File: config.mk
export PLATFORM = sky130hd
export DESIGN_NAME = slice_congr_filter
export DESIGN_NICKNAME = d
export VERILOG_FILES = /design/src/rtl/scf_pkg.sv /design/src/rtl/scf_hash.sv /design/src/rtl/scf_cand_stage.sv /design/src/rtl/slice_congr_filter.sv
export SDC_FILE = /design/constraint.sdc
export NUM_CORES = 1
export LEC_CHECK = 0
export ABC_AREA = 0
export BUFFER_PORTS_ARGS = -buffer_cell sky130_fd_sc_hd__buf_4
export CAP_MARGIN = 20
export CORE_ASPECT_RATIO = 1.5
export CORE_MARGIN = 2
export CORE_UTILIZATION = 39
export CTS_CLUSTER_SIZE = 10
export DETAILED_ROUTE_END_ITERATION = 10
export PLACE_DENSITY = 0.65
export SYNTH_ARGS = -nofsm -noshare
export SYNTH_HDL_FRONTEND = slang
export SYNTH_SLANG_ARGS = --single-unit
File: constraint.sdc
create_clock -name clk -period 2.56 [get_ports clk]
set_input_delay 0.128 -clock clk [delete_from_list [all_inputs] [get_ports clk]]
set_output_delay 0.128 -clock clk [all_outputs]
set_load 0.01 [all_outputs]
File: src/rtl/scf_pkg.sv
package scf_pkg;
    localparam int ADDR_W   = 32;
    localparam int TSEL_MIN = 17;

    // parity masks over the upper address bits
    localparam logic [ADDR_W-1:0] MASK_PAIR = 32'h5F56_0000;
    localparam logic [ADDR_W-1:0] MASK_LO   = 32'hEAAC_0000;
    localparam logic [ADDR_W-1:0] MASK_HI   = 32'hB5FA_0000;

    typedef enum logic [2:0] {
        ST_IDLE,
        ST_PREP,
        ST_SCAN,
        ST_DONE,
        ST_FAIL
    } scf_state_e;
endpackage

File: src/rtl/scf_hash.sv
module scf_hash
    import scf_pkg::*;
(
    input  logic [ADDR_W-1:0] addr_i,
    input  logic              mode4_i,
    input  logic              test_en_i,
    input  logic [4:0]        test_sel_i,
    output logic [1:0]        hash_o
);
    logic par_pair, par_lo, par_hi, fold;

    always_comb begin
        par_pair = ^(addr_i & MASK_PAIR);
        par_lo   = ^(addr_i & MASK_LO);
        par_hi   = ^(addr_i & MASK_HI);
        fold     = 1'b0;
        if (test_en_i && (int'(test_sel_i) >= TSEL_MIN))
            fold = addr_i[test_sel_i];
        hash_o = mode4_i ? {par_hi, par_lo ^ fold} : {1'b0, par_pair ^ fold};
    end
endmodule

File: src/rtl/scf_cand_stage.sv
module scf_cand_stage #(
    parameter int AW = 32,
    parameter int HW = 2
) (
    input  logic          clk,
    input  logic          rst_n,
    input  logic          take_i,
    input  logic [AW-1:0] addr_i,
    input  logic [HW-1:0] hash_i,
    output logic          valid_o,
    output logic [AW-1:0] addr_o,
    output logic [HW-1:0] hash_o
);
    always_ff @(posedge clk or negedge rst_n) begin
        if (!rst_n) begin
            valid_o <= 1'b0;
            addr_o  <= '0;
            hash_o  <= '0;
        end else begin
            valid_o <= take_i;
            if (take_i) begin
                addr_o <= addr_i;
                hash_o <= hash_i;
            end
        end
    end
endmodule

File: src/rtl/slice_congr_filter.sv
module slice_congr_filter
    import scf_pkg::*;
#(
    parameter int CNT_W = 6,
    parameter int SET_W = 17,
    parameter int BUF_W = 24
) (
    input  logic              clk,
    input  logic              rst_n,
    input  logic              start_i,
    input  logic [31:0]       ref_addr_i,
    input  logic [CNT_W-1:0]  target_i,
    input  logic              mode4_i,
    input  logic              test_en_i,
    input  logic [4:0]        test_sel_i,
    input  logic              cand_valid_i,
    input  logic [31:0]       cand_addr_i,
    output logic              cand_ready_o,
    output logic              match_valid_o,
    output logic [31:0]       match_addr_o,
    output logic [CNT_W-1:0]  match_idx_o,
    output logic [CNT_W-1:0]  found_o,
    output logic              done_o,
    output logic              err_o
);
    localparam logic [ADDR_W:0]  BUF_SPAN = (ADDR_W+1)'(1) << BUF_W;
    localparam logic [CNT_W-1:0] ONE      = CNT_W'(1);

    scf_state_e           state_q, state_d;
    logic [ADDR_W-1:0]    ref_q;
    logic [ADDR_W:0]      end_q;
    logic [CNT_W-1:0]     tgt_q, tgt_eff, cnt_q, cnt_inc;
    logic                 mode_q, ten_q;
    logic [4:0]           tsel_q;
    logic [1:0]           ref_hash_w, ref_hash_q, cand_hash_w, s1_hash;
    logic                 s1_v, take, cong, overrun;
    logic [ADDR_W-1:0]    s1_addr;

    scf_hash u_ref_hash (
        .addr_i(ref_q), .mode4_i(mode_q), .test_en_i(ten_q),
        .test_sel_i(tsel_q), .hash_o(ref_hash_w)
    );

    scf_hash u_cand_hash (
        .addr_i(cand_addr_i), .mode4_i(mode_q), .test_en_i(ten_q),
        .test_sel_i(tsel_q), .hash_o(cand_hash_w)
    );

    assign cand_ready_o = (state_q == ST_SCAN);
    assign take         = cand_valid_i && cand_ready_o && !start_i;

    scf_cand_stage #(.AW(ADDR_W), .HW(2)) u_stage (
        .clk(clk), .rst_n(rst_n), .take_i(take), .addr_i(cand_addr_i),
        .hash_i(cand_hash_w), .valid_o(s1_v), .addr_o(s1_addr), .hash_o(s1_hash)
    );

    assign tgt_eff = (tgt_q == '0) ? ONE : tgt_q;
    assign cnt_inc = cnt_q + ONE;
    assign overrun = ({1'b0, s1_addr} >= end_q);
    assign cong    = (s1_addr[SET_W-1:0] == ref_q[SET_W-1:0]) && (s1_hash == ref_hash_q);

    // state register
    always_ff @(posedge clk or negedge rst_n) begin
        if (!rst_n) state_q <= ST_IDLE;
        else        state_q <= state_d;
    end

    // transitions
    always_comb begin
        state_d = state_q;
        unique case (state_q)
            ST_IDLE: state_d = ST_IDLE;
            ST_PREP: state_d = (tgt_eff == ONE) ? ST_DONE : ST_SCAN;
            ST_SCAN: begin
                if (s1_v) begin
                    if (overrun)                        state_d = ST_FAIL;
                    else if (cong && cnt_inc == tgt_eff) state_d = ST_DONE;
                end
            end
            ST_DONE: state_d = ST_DONE;
            ST_FAIL: state_d = ST_FAIL;
        endcase
        if (start_i) state_d = ST_PREP;
    end

    // outputs and datapath
    always_ff @(posedge clk or negedge rst_n) begin
        if (!rst_n) begin
            ref_q         <= '0;
            end_q         <= '0;
            tgt_q         <= '0;
            mode_q        <= 1'b0;
            ten_q         <= 1'b0;
            tsel_q        <= '0;
            ref_hash_q    <= '0;
            cnt_q         <= '0;
            match_valid_o <= 1'b0;
            match_addr_o  <= '0;
            match_idx_o   <= '0;
        end else begin
            match_valid_o <= 1'b0;
            if (start_i) begin
                ref_q  <= ref_addr_i;
                tgt_q  <= target_i;
                mode_q <= mode4_i;
                ten_q  <= test_en_i;
                tsel_q <= test_sel_i;
                cnt_q  <= '0;
            end else begin
                unique case (state_q)
                    ST_PREP: begin
                        ref_hash_q    <= ref_hash_w;
                        end_q         <= {1'b0, ref_q} + BUF_SPAN;
                        match_valid_o <= 1'b1;
                        match_addr_o  <= ref_q;
                        match_idx_o   <= '0;
                        cnt_q         <= ONE;
                    end
                    ST_SCAN: begin
                        if (s1_v && !overrun && cong) begin
                            match_valid_o <= 1'b1;
                            match_addr_o  <= s1_addr;
                            match_idx_o   <= cnt_q;
                            cnt_q         <= cnt_inc;
                        end
                    end
                    default: ;
                endcase
            end
        end
    end

    assign found_o = cnt_q;
    assign done_o  = (state_q == ST_DONE);
    assign err_o   = (state_q == ST_FAIL);

    // emitted index trails the count by one
    a_r7_idx_follows_count: assert property (@(posedge clk) disable iff (!rst_n)
        match_valid_o |-> (match_idx_o + ONE) == found_o);

    // every emitted entry shares the in-slice set bits of the reference
    a_r3_match_low_bits: assert property (@(posedge clk) disable iff (!rst_n)
        match_valid_o |-> match_addr_o[SET_W-1:0] == ref_q[SET_W-1:0]);

    // a restart clears count, error and pending pulse
    a_r10_start_clears: assert property (@(posedge clk) disable iff (!rst_n)
        start_i |=> (found_o == '0) && !err_o && !match_valid_o);

    // the count never passes the target
    a_r8_found_bounded: assert property (@(posedge clk) disable iff (!rst_n)
        found_o <= tgt_eff);

    // no acceptance once finished or failed
    a_r12_ready_scan: assert property (@(posedge clk) disable iff (!rst_n)
        cand_ready_o |-> !done_o && !err_o);

    // a failed search emits nothing
    a_r9_no_match_in_fail: assert property (@(posedge clk) disable iff (!rst_n)
        err_o |-> !match_valid_o);
endmodule

==> results of run 1 <==
power by group through the flow:
stage	Clock [mW]	Sequential, mW	Combinational [mW]
3_3_place_gp	0	4.06	5.14
3_5_place_dp	0	4.09	5.26
6_report	2.40	4.08	5.82
2_1_floorplan	0	4.13	3.03
4_1_cts	2.45	4.06	5.54
5_1_grt	2.55	4.19	6.36
critical path, delay by kind of cell (launching register included):
family	cells	cell delay, ns
DFF	1	0.43
adders and majority gates	1	0.29
muxes	1	0.30
and+or+nand+nor	5	1.01
buffers and inverters	2	0.34
AOI/OAI and AO/OA	1	0.14
state kept, by name (all words and copies together), names as in the netlist, 3 cells and up:
| signal | count |
|---|---|
| found_o | 6 |
| u_stage.addr_o | 32 |
| tsel_q | 5 |
| state_q | 3 |
| match_idx_o | 6 |
| ref_q | 32 |
| tgt_q | 6 |
| match_addr_o | 32 |
| end_q | 33 |
cells in the final DEF (no fill, tap or decap), types with 7 or more instances in the layout:
cell type      netlist  final
a21oi_1             18     15
xnor2_1             46     45
mux2_2             105    105
nor3_1              12      9
inv_1               38     34
mux4_2              10     10
ha_4                 0      7
buf_4                1    194
dfrtp_1            163    163
nand4_1             11     11
clkbuf_16            0     17
xor2_1              21     21
mux2_4              21     21
dlygate4sd3_1        0     78
nor2_1              14     14
nand3_1             18     17
ha_1                37     30
nand2_1            127    126
o21ai_0             27     24
final cells by class:
type                            instances  area, sq um  share of cell area
Clock inverter                         13          100             0.00837
Multi-Input combinational cell        522         4470               0.374
Clock buffer                           19          453              0.0379
Sequential cell                       163         4080               0.341
Tap cell                              272          340              0.0284
Inverter                               39          146              0.0122
Timing Repair Buffer                  280         2370               0.198
layer usage:
metal / vias up / routed length (microns) / share of wire / global-route usage
li1: 3160 / - / - / -
met1: 3316 / 8950 / 0.38 / 0.231
met2: 161 / 12900 / 0.55 / 0.382
met3: 49 / 774 / 0.033 / 0.0310
met4: 0 / 922 / 0.039 / 0.100
met5: - / 0 / 0 / 0
how the worst max path moves through the flow:
stage / cells past startpoint / to
6_report: 10 / match_addr_o[4]
5_1_grt: 10 / match_addr_o[11]
4_1_cts: 10 / match_addr_o[13]
3_5_place_dp: 11 / match_addr_o[0]
3_3_place_gp: 11 / match_addr_o[0]
2_1_floorplan: 10 / match_addr_o[10]
kinds of logic (layout without fill, tap and decap cells):
logic type               after synthesis  after routing  synth area share
XOR/XNOR                              68             68            0.0708
adder cells (fa/ha/maj)               37             37            0.0538
AND/OR/NAND/NOR                      210            210             0.113
flip-flops                           163            163             0.474
buffers and inverters                 70            351            0.0368
AO/OA/AOI/OAI                         69             69            0.0486
multiplexers                         138            138             0.203
timing repair:
item / 4_1_cts / 5_1_grt
setup buffers: 4 / 5
hold buffers: 77 / 1
resized for setup: 13 / 30
pin swaps: 6 / 16
endpoints found under the hold margin: 140 / 1
endpoints found under the setup margin: 42 / 42
==> impl_metrics.tcl, run 1 <==
set metrics [dict create \
    tns_ns -1.43 \
    switching_power_mw 4.42 \
    power_frac_comb 0.473 \
    start_util 0.398 \
    finalCriticalPeriod_ns 2.63 \
    outcome "finished with violations" \
    hold_class "in -> reg" \
    power_frac_seq 0.332 \
    io_buffer_count 128 \
    synth_top_area_frac 0.474 \
    max-slew-margin-rel 0.511 \
    clk_pin_slew_ns 0.07 \
    crit_required_ns 2.87 \
    synth_cell_type_count 51 \
    synth_nets 873 \
    end_kind "flop" \
    design.core.area_sq_um 21600 \
    r2r_end "match_addr_o[4]" \
    routed_wirelength_microns 23600 \
    r2r_cells 10 \
    crit_type "reg -> reg" \
    numCtsBuffers 17 \
    ys_top_cells_by_area "dfrtp_1 47%, mux2_2 14%, nand2_1 5.5%" \
    fin_ws_ns -0.0676 \
    num_antenna_cells 0 \
    avgSynthCellArea_sq_um 11.4 \
    ctsRootBufferMaster "clkbuf_16" \
    p_int_mw 7.88 \
    r2r_setup_slack_ns -0.07 \
    synth.most_common_cell "dfrtp_1" \
    place_area_sq_um 10300 \
    setup_violations 28 \
    synth_top_area_cell "dfrtp_1" \
    max_freq_mhz 381 \
    die_w_microns 125 \
    power_density_nw_per_um2 1030 \
    gp_congestion 0.815 \
    period_share 1.03 \
    crit_chain "ha_4 -> nand4_1 -> nor4_4 -> buf_4 -> nand3b_1 -> o221ai_4 -> nor4_4 -> or2_4 -> buf_12 -> mux2_4" \
    fin_util 0.553 \
    vias 6686 \
    ys_ff_latch 163 \
    antenna_found_initial 0 \
    track_usage 0.206 \
    grt_pass1_vias 6989 \
    violations "setup timing" \
    cpMaxStageDelayCell "dfrtp_1" \
    fin_cells 1308 \
    syn_to_final_growth_pct 39.0 \
    power_leakage_nw 5.50 \
    dp.cells 1190 \
    synth-edff-count 0 \
    cts_max_level 4 \
    die_area_sq_um 23300 \
    die_h_microns 186 \
    clockBufferDepth 2 \
    nFillCells 1904 \
    peakVddDrop_v 0.000582 \
    cp_common_cell "nor4_4" \
    crit_path_max_incr_delay_ns 0.43 \
    synth_commonest_cells "163 x dfrtp_1, 127 x nand2_1, 105 x mux2_2" \
    dominantRegCellSynth "dfrtp_1" \
    start_kind "flop" \
    cap_viol_max_count 0 \
    route.detailed.drc 0 \
    hp-start "start_i" \
    finalHoldViolations 0 \
    worstSkewPairLatency_ns 0.44 \
    fin_nets 1141 \
    drtAntennaViolNets 0 \
    async_flop_share 1.00 \
    syn_area_sq_um 8600 \
    worstPathArrival_ns 2.94 \
    grt_max_degree 69 \
    hold_ws_ns 0.100 \
    cts_tree "built" \
    numClockSinks 163 \
    synthCells 755 \
    drt_iter0_markers 304 \
    grt_overflow_total 0 \
    cp-startpoint "u_stage.addr_o[28]" \
    cp_max_fo 15 \
    slew_viol_final 0 \
    dr.pass1.iters 4 \
    netSwitchingFraction 0.359 \
    grt_pass1_wl_microns 37200 \
    worstMarginPinSlew_ns 0.734 \
    power_mw 12.3 \
    wire_per_inst_microns 18.0 \
    clkPwrFrac 0.195 \
    r2r_start "u_stage.addr_o[28]" \
    dp_slack_ns -0.329 \
    worst_clock_skew_ns 0.0108 \
    ioPinCount 129 \
    vias_per_cell 5.11 \
    hold_path_end "state_q[2]" \
    hpwl_microns 16600 \
    hold_depth 3 \
    yosysSeqAreaShare 0.474 \
    rows 66 \
    drive_above_1_share 0.395 \
    rsz0062_at_grt "true" \
    yosys_warnings 0 \
    finalInstanceArea_sq_um 12000 \
]
Note: power is estimated with default switching activity, not from simulation.
==> run 2, diff against run 1 <==
- clock period: 2.56 -> 2.4 ns (I/O delays scaled with it)
==> run 2 against run 1 <==
Effect of this change: die area unchanged; combinational power increased by 14%; final cell count increased by 1.3%; first-iteration DRC count increased by 3.0%; the flow still finishes with violations (setup timing); sequential power increased by 6.9%; global-route usage increased by 0.28 points; highest routed layer unchanged; final area increased by 3.0%; clock-buffer cell count unchanged; sequential share of layout area decreased by 0.99 points.
==> impl_metrics.tcl, run 2 (synthesis gave the netlist of run 1 again) <==
set metrics [dict create \
    design.core.area_sq_um 21600 \
    syn_to_final_growth_pct 43.2 \
    slew_viol_final 0 \
    cts_tree "built" \
    rsz0062_at_grt "true" \
    io_buffer_count 128 \
    dp_slack_ns -0.314 \
    dr.pass1.iters 4 \
    finalHoldViolations 0 \
    drt_iter0_markers 313 \
    hpwl_microns 16700 \
    fin_nets 1161 \
    max_freq_mhz 380 \
    tns_ns -7.67 \
    ioPinCount 129 \
    worstMarginPinSlew_ns 0.774 \
    hold_path_end "state_q[2]" \
    grt_overflow_total 0 \
    violations "setup timing" \
    max-slew-margin-rel 0.484 \
    peakVddDrop_v 0.000768 \
    power_density_nw_per_um2 1130 \
    antenna_found_initial 0 \
    final_common_cell "buf_4" \
    die_area_sq_um 23300 \
    worstSkewPairLatency_ns 0.44 \
    outcome "finished with violations" \
    period_share 1.10 \
    crit_required_ns 2.72 \
    cp_max_fo 10 \
    hp-start "start_i" \
    track_usage 0.209 \
    cap_viol_max_count 0 \
    r2r_setup_slack_ns -0.23 \
    layout_common_cells "207 x buf_4, 163 x dfrtp_1, 127 x nand2_1" \
    grt_max_degree 72 \
    r2r_end "match_addr_o[15]" \
    worst_clock_skew_ns 0.00902 \
    r2r_cells 10 \
    ctsRootBufferMaster "clkbuf_16" \
    die_h_microns 186 \
    drtAntennaViolNets 0 \
    num_antenna_cells 0 \
    die_w_microns 125 \
    route.detailed.drc 0 \
    vias_per_cell 5.11 \
    numClockSinks 163 \
    worstPathArrival_ns 2.95 \
    hold_depth 3 \
    fin_ws_ns -0.235 \
    clk_pin_slew_ns 0.06 \
    crit_type "reg -> reg" \
    largest_register "end_q" \
    routed_wirelength_microns 24100 \
    power_leakage_nw 5.67 \
    start_util 0.398 \
    largest_reg_flops 33 \
    finalCriticalPeriod_ns 2.63 \
    wire_per_inst_microns 18.2 \
    grt_pass1_vias 6986 \
    rows 66 \
    start_kind "flop" \
    r2r_start "u_stage.addr_o[16]" \
    end_kind "flop" \
    setup_violations 43 \
    clockBufferDepth 2 \
    numCtsBuffers 17 \
    gp_congestion 0.846 \
    grt_pass1_wl_microns 37500 \
    hold_class "in -> reg" \
    hold_ws_ns 0.0903 \
    drive_above_1_share 0.417 \
    cts_max_level 4 \
    vias 6769 \
]
-- run 2: changes by cell type in the layout (fill, tap and decap cells not counted), moves of 4 or more --
cell	change
buf_4	+13
bufinv_16	+5
a31oi_4	-4
clkinv_4	-4
a21oi_2	+4
ha_1	-4
a31oi_1	+4
a21oi_1	-4
ha_4	+4
buf_6	+4
-- run 2: area by class of cell --
cell class	count	area (sq um)
fill	1848	9320
multi-input combinational	522	4550
sequential	163	4080
timing repair buffer	300	2580
clock buffer	19	443
tap	272	340
clock inverter	10	184
inverter	39	146
-- run 2: report_power, final --
group          switching (mW)  total, mW  internal, mW
Clock                    1.11       2.96          1.85
Combinational            3.06       6.66          3.61
Sequential              0.663       4.36          3.70
Total                    4.83       14.0          9.15
-- run 2: worst max path at each step --
stage | from | end | slack (ns) | depth (start not counted)
2_1_floorplan | u_stage.addr_o[31] | match_addr_o[10] | -0.06 | 10
3_3_place_gp | u_stage.addr_o[15] | match_addr_o[21] | -0.30 | 9
3_5_place_dp | end_q[15] | match_addr_o[15] | -0.31 | 10
4_1_cts | end_q[8] | match_addr_o[20] | -0.21 | 10
5_1_grt | end_q[13] | found_o[1] | -0.36 | 13
6_report | u_stage.addr_o[16] | match_addr_o[15] | -0.23 | 10
-- run 2: through the flow --
step / power, mW / cell area, sq um / utilization / std cells
6_report: 14.0 / 12300 / 0.569 / 1325
5_1_grt: 14.8 / 12300 / 0.569 / 1325
4_1_cts: 13.6 / 12100 / 0.558 / 1318
3_5_place_dp: 10.0 / 10400 / 0.481 / 1199
3_3_place_gp: 9.92 / 10400 / 0.481 / 1199
2_1_floorplan: 7.68 / 8630 / - / 755
-- run 2: critical path, stage by stage (launching register included) --
cell and delay (ns):
dfrtp_1 0.41, ha_4 0.30, nand4_1 0.15, nor3_2 0.30, buf_4 0.18, nand3_2 0.07, o221ai_4 0.22, nor4_4 0.08
or2_4 0.31, buf_12 0.18, mux2_4 0.30
-- run 2: layer usage --
metal  track usage  vias up  routed length, microns
met2         0.389      141                   13200
met3        0.0339       49                     827
met4        0.0991        0                     939
met1         0.233     3383                    9100
met5             0        -                       0
li1              -     3196                       -
-- run 2: what timing repair did --
action | 4_1_cts | 5_1_grt
hold buffers | 78 | 0
gates cloned | 1 | 0
endpoints found under the setup margin | 48 | 48
setup buffers | 12 | 7
endpoints found under the hold margin | 118 | 0
resized for setup | 27 | 38
pin swaps | 20 | 19
==> run 3, diff against run 2 <==
- CORE_UTILIZATION: 39 -> 52
- PLACE_DENSITY: 0.65 -> 0.82
==> run 3 against run 2 <==
Effect of this change: the run still ends with setup timing left; clock skew is 0.0022 ns higher; sequential power grew 1%; clock-buffer cell count increased by 2; combinational power shrank 3.8%; first-iteration DRC count grew 54%; global-route usage is 7.2 points higher; register-to-register slack got worse by 0.03 ns; non-clock buffer count is 11 lower; final cell count is 5.7% lower; final area fell by 1.8%; sequential share of layout area rose by 0.62 points; critical path type unchanged.
==> impl_metrics.tcl, run 3 (synthesis gave the netlist of run 1 again) <==
set metrics [dict create \
    grt_pass1_vias 7313 \
    cts_tree "built" \
    vias_per_cell 5.76 \
    crit_chain "ha_1 -> nand4b_4 -> nor4_4 -> buf_4 -> nand3b_1 -> o221ai_2 -> buf_4 -> buf_6 -> nor3_4 -> buf_6 -> buf_12 -> a21oi_2 -> o21ba_4" \
    drtAntennaViolNets 0 \
    crit_path_max_incr_delay_ns 0.41 \
    netSwitchingFraction 0.361 \
    final_common_cell "buf_4" \
    cts_max_level 4 \
    largest_reg_flops 33 \
    fin_ws_ns -0.261 \
    start_kind "flop" \
    rsz0062_at_grt "true" \
    routed_wirelength_microns 25400 \
    m1WireLength_microns 9010 \
    cap_viol_max_count 0 \
    track_usage 0.281 \
    seq_area_sq_um 4080 \
    dp_slack_ns -0.300 \
    power_frac_comb 0.475 \
    wl_met2_microns 13500 \
    grt_max_degree 71 \
    r2r_cells 13 \
    drive_above_1_share 0.408 \
    p_int_mw 8.62 \
    route.detailed.drc 0 \
    cpMaxStageDelayCell "dfrtp_1" \
    worstMarginPinSlew_ns 0.658 \
    layout_common_cells "193 x buf_4, 163 x dfrtp_1, 127 x nand2_1" \
    crit_type "reg -> reg" \
    largest_register "end_q" \
    numClockSinks 163 \
    clockBufferDepth 2 \
    outcome "finished with violations" \
    cp_max_fo 6 \
    die_area_sq_um 17600 \
    gp_congestion 0.841 \
    multiInputGateArea_sq_um 4530 \
    dr.pass1.iters 5 \
    top_layer "met4" \
    syn_to_final_growth_pct 40.6 \
    fin_nets 1150 \
    setup_violations 46 \
    finalHoldViolations 0 \
    switching_power_mw 4.87 \
    worstPathArrival_ns 2.98 \
    start_util 0.531 \
    wire_per_inst_microns 20.3 \
    vias 7205 \
    die_w_microns 109 \
    slew_viol_final 0 \
    clkPwrFrac 0.198 \
    hpwl_microns 16100 \
    die_h_microns 162 \
    max_freq_mhz 376 \
    ctsRootBufferMaster "clkbuf_16" \
    rows 57 \
    cp_top_family "buffers and inverters" \
    grt_overflow_total 0 \
    max-slew-margin-rel 0.562 \
    grt_pass1_wl_microns 37500 \
    io_buffer_count 128 \
    num_antenna_cells 0 \
    hold_depth 4 \
    ioPinCount 129 \
    met3_length_microns 1230 \
    worstSkewPairLatency_ns 0.43 \
    antenna_found_initial 0 \
    cp_num_buf_inv 5 \
    clk_pin_slew_ns 0.06 \
    path_depth 13 \
    violations "setup timing" \
    finalCriticalPeriod_ns 2.66 \
    crit_required_ns 2.72 \
    power_leakage_nw 5.60 \
    peakVddDrop_v 0.000636 \
    numCtsBuffers 17 \
    design.core.area_sq_um 16200 \
    end_kind "flop" \
    drt_iter0_markers 482 \
    power_density_nw_per_um2 1120 \
    hold_class "in -> reg" \
    period_share 1.11 \
    nFillCells 935 \
    tns_ns -8.25 \
    worst_clock_skew_ns 0.0112 \
    power_frac_seq 0.327 \
]
## run 3: changes by cell type in the layout (fill, tap and decap cells not counted), sizes merged
cell,change
buf,-13
clkinv,+3
clkbuf,+4
bufinv,-3
## run 3: stage by stage
stage | area, sq um | total power [mW] | util | hold slack (ns) | std cells
CTS | 11700 | 13.0 | 0.725 | 0.176 | 1236
global route | 12100 | 14.2 | 0.747 | 0.203 | 1250
detailed placement | 10300 | 9.99 | 0.633 | 0.180 | 1122
finish | 12100 | 13.5 | 0.747 | 0.174 | 1250
floorplan | 8630 | 7.68 | - | -0.176 | 755
global placement | 10300 | 9.74 | 0.633 | 0.170 | 1122
## run 3: what timing repair did
action                     CTS  global route
pin swaps                    9            19
setup endpoints to repair   47            48
hold endpoints to repair   145             0
resized for setup           27            41
hold buffers                78             0
setup buffers                5            11
cloned                       0             3
## run 3: power by group through the flow
stage	clock network, mW	logic, mW	registers (mW)
global route	2.80	6.89	4.51
CTS	2.68	5.94	4.36
global placement	0	5.41	4.33
finish	2.67	6.41	4.41
floorplan	0	3.27	4.41
detailed placement	0	5.62	4.37
## run 3: metal layers
| layer | vias up | GRT usage |
|---|---|---|
| met5 | - | 0 |
| met4 | 0 | 0.163 |
| met3 | 124 | 0.0424 |
| met2 | 332 | 0.497 |
| met1 | 3582 | 0.313 |
| li1 | 3167 | - |
## run 3: path summary, 6_finish.rpt
kind	start	to	slack, ns
setup / recovery	u_stage.addr_o[29]	found_o[2]	-0.26
min in group asynchronous	rst_n	ref_q[20]	0.27
hold reg to reg	u_stage.hash_o[0]	u_stage.hash_o[0]	0.51
hold / removal	cand_valid_i	u_stage.valid_o	0.17
setup reg to reg	u_stage.addr_o[29]	found_o[2]	-0.26
max in group asynchronous	rst_n	match_addr_o[0]	1.43
## run 3: cell type report
type	count	share of cell area
Tap cell	206	0.0213
Clock inverter	10	0.00900
Multi-Input combinational cell	522	0.374
Timing Repair Buffer	289	0.208
Clock buffer	21	0.0381
Inverter	39	0.0121
Sequential cell	163	0.337
## run 3: worst reg2reg max path, cell delays in order (launching register included)
cell and delay (ns):
dfrtp_1 0.41, ha_1 0.35, nand4b_4 0.16, nor4_4 0.36, buf_4 0.16, nand3b_1 0.09, o221ai_2 0.11, buf_4 0.19
buf_6 0.11, nor3_4 0.04, buf_6 0.13, buf_12 0.14, a21oi_2 0.15, o21ba_4 0.17
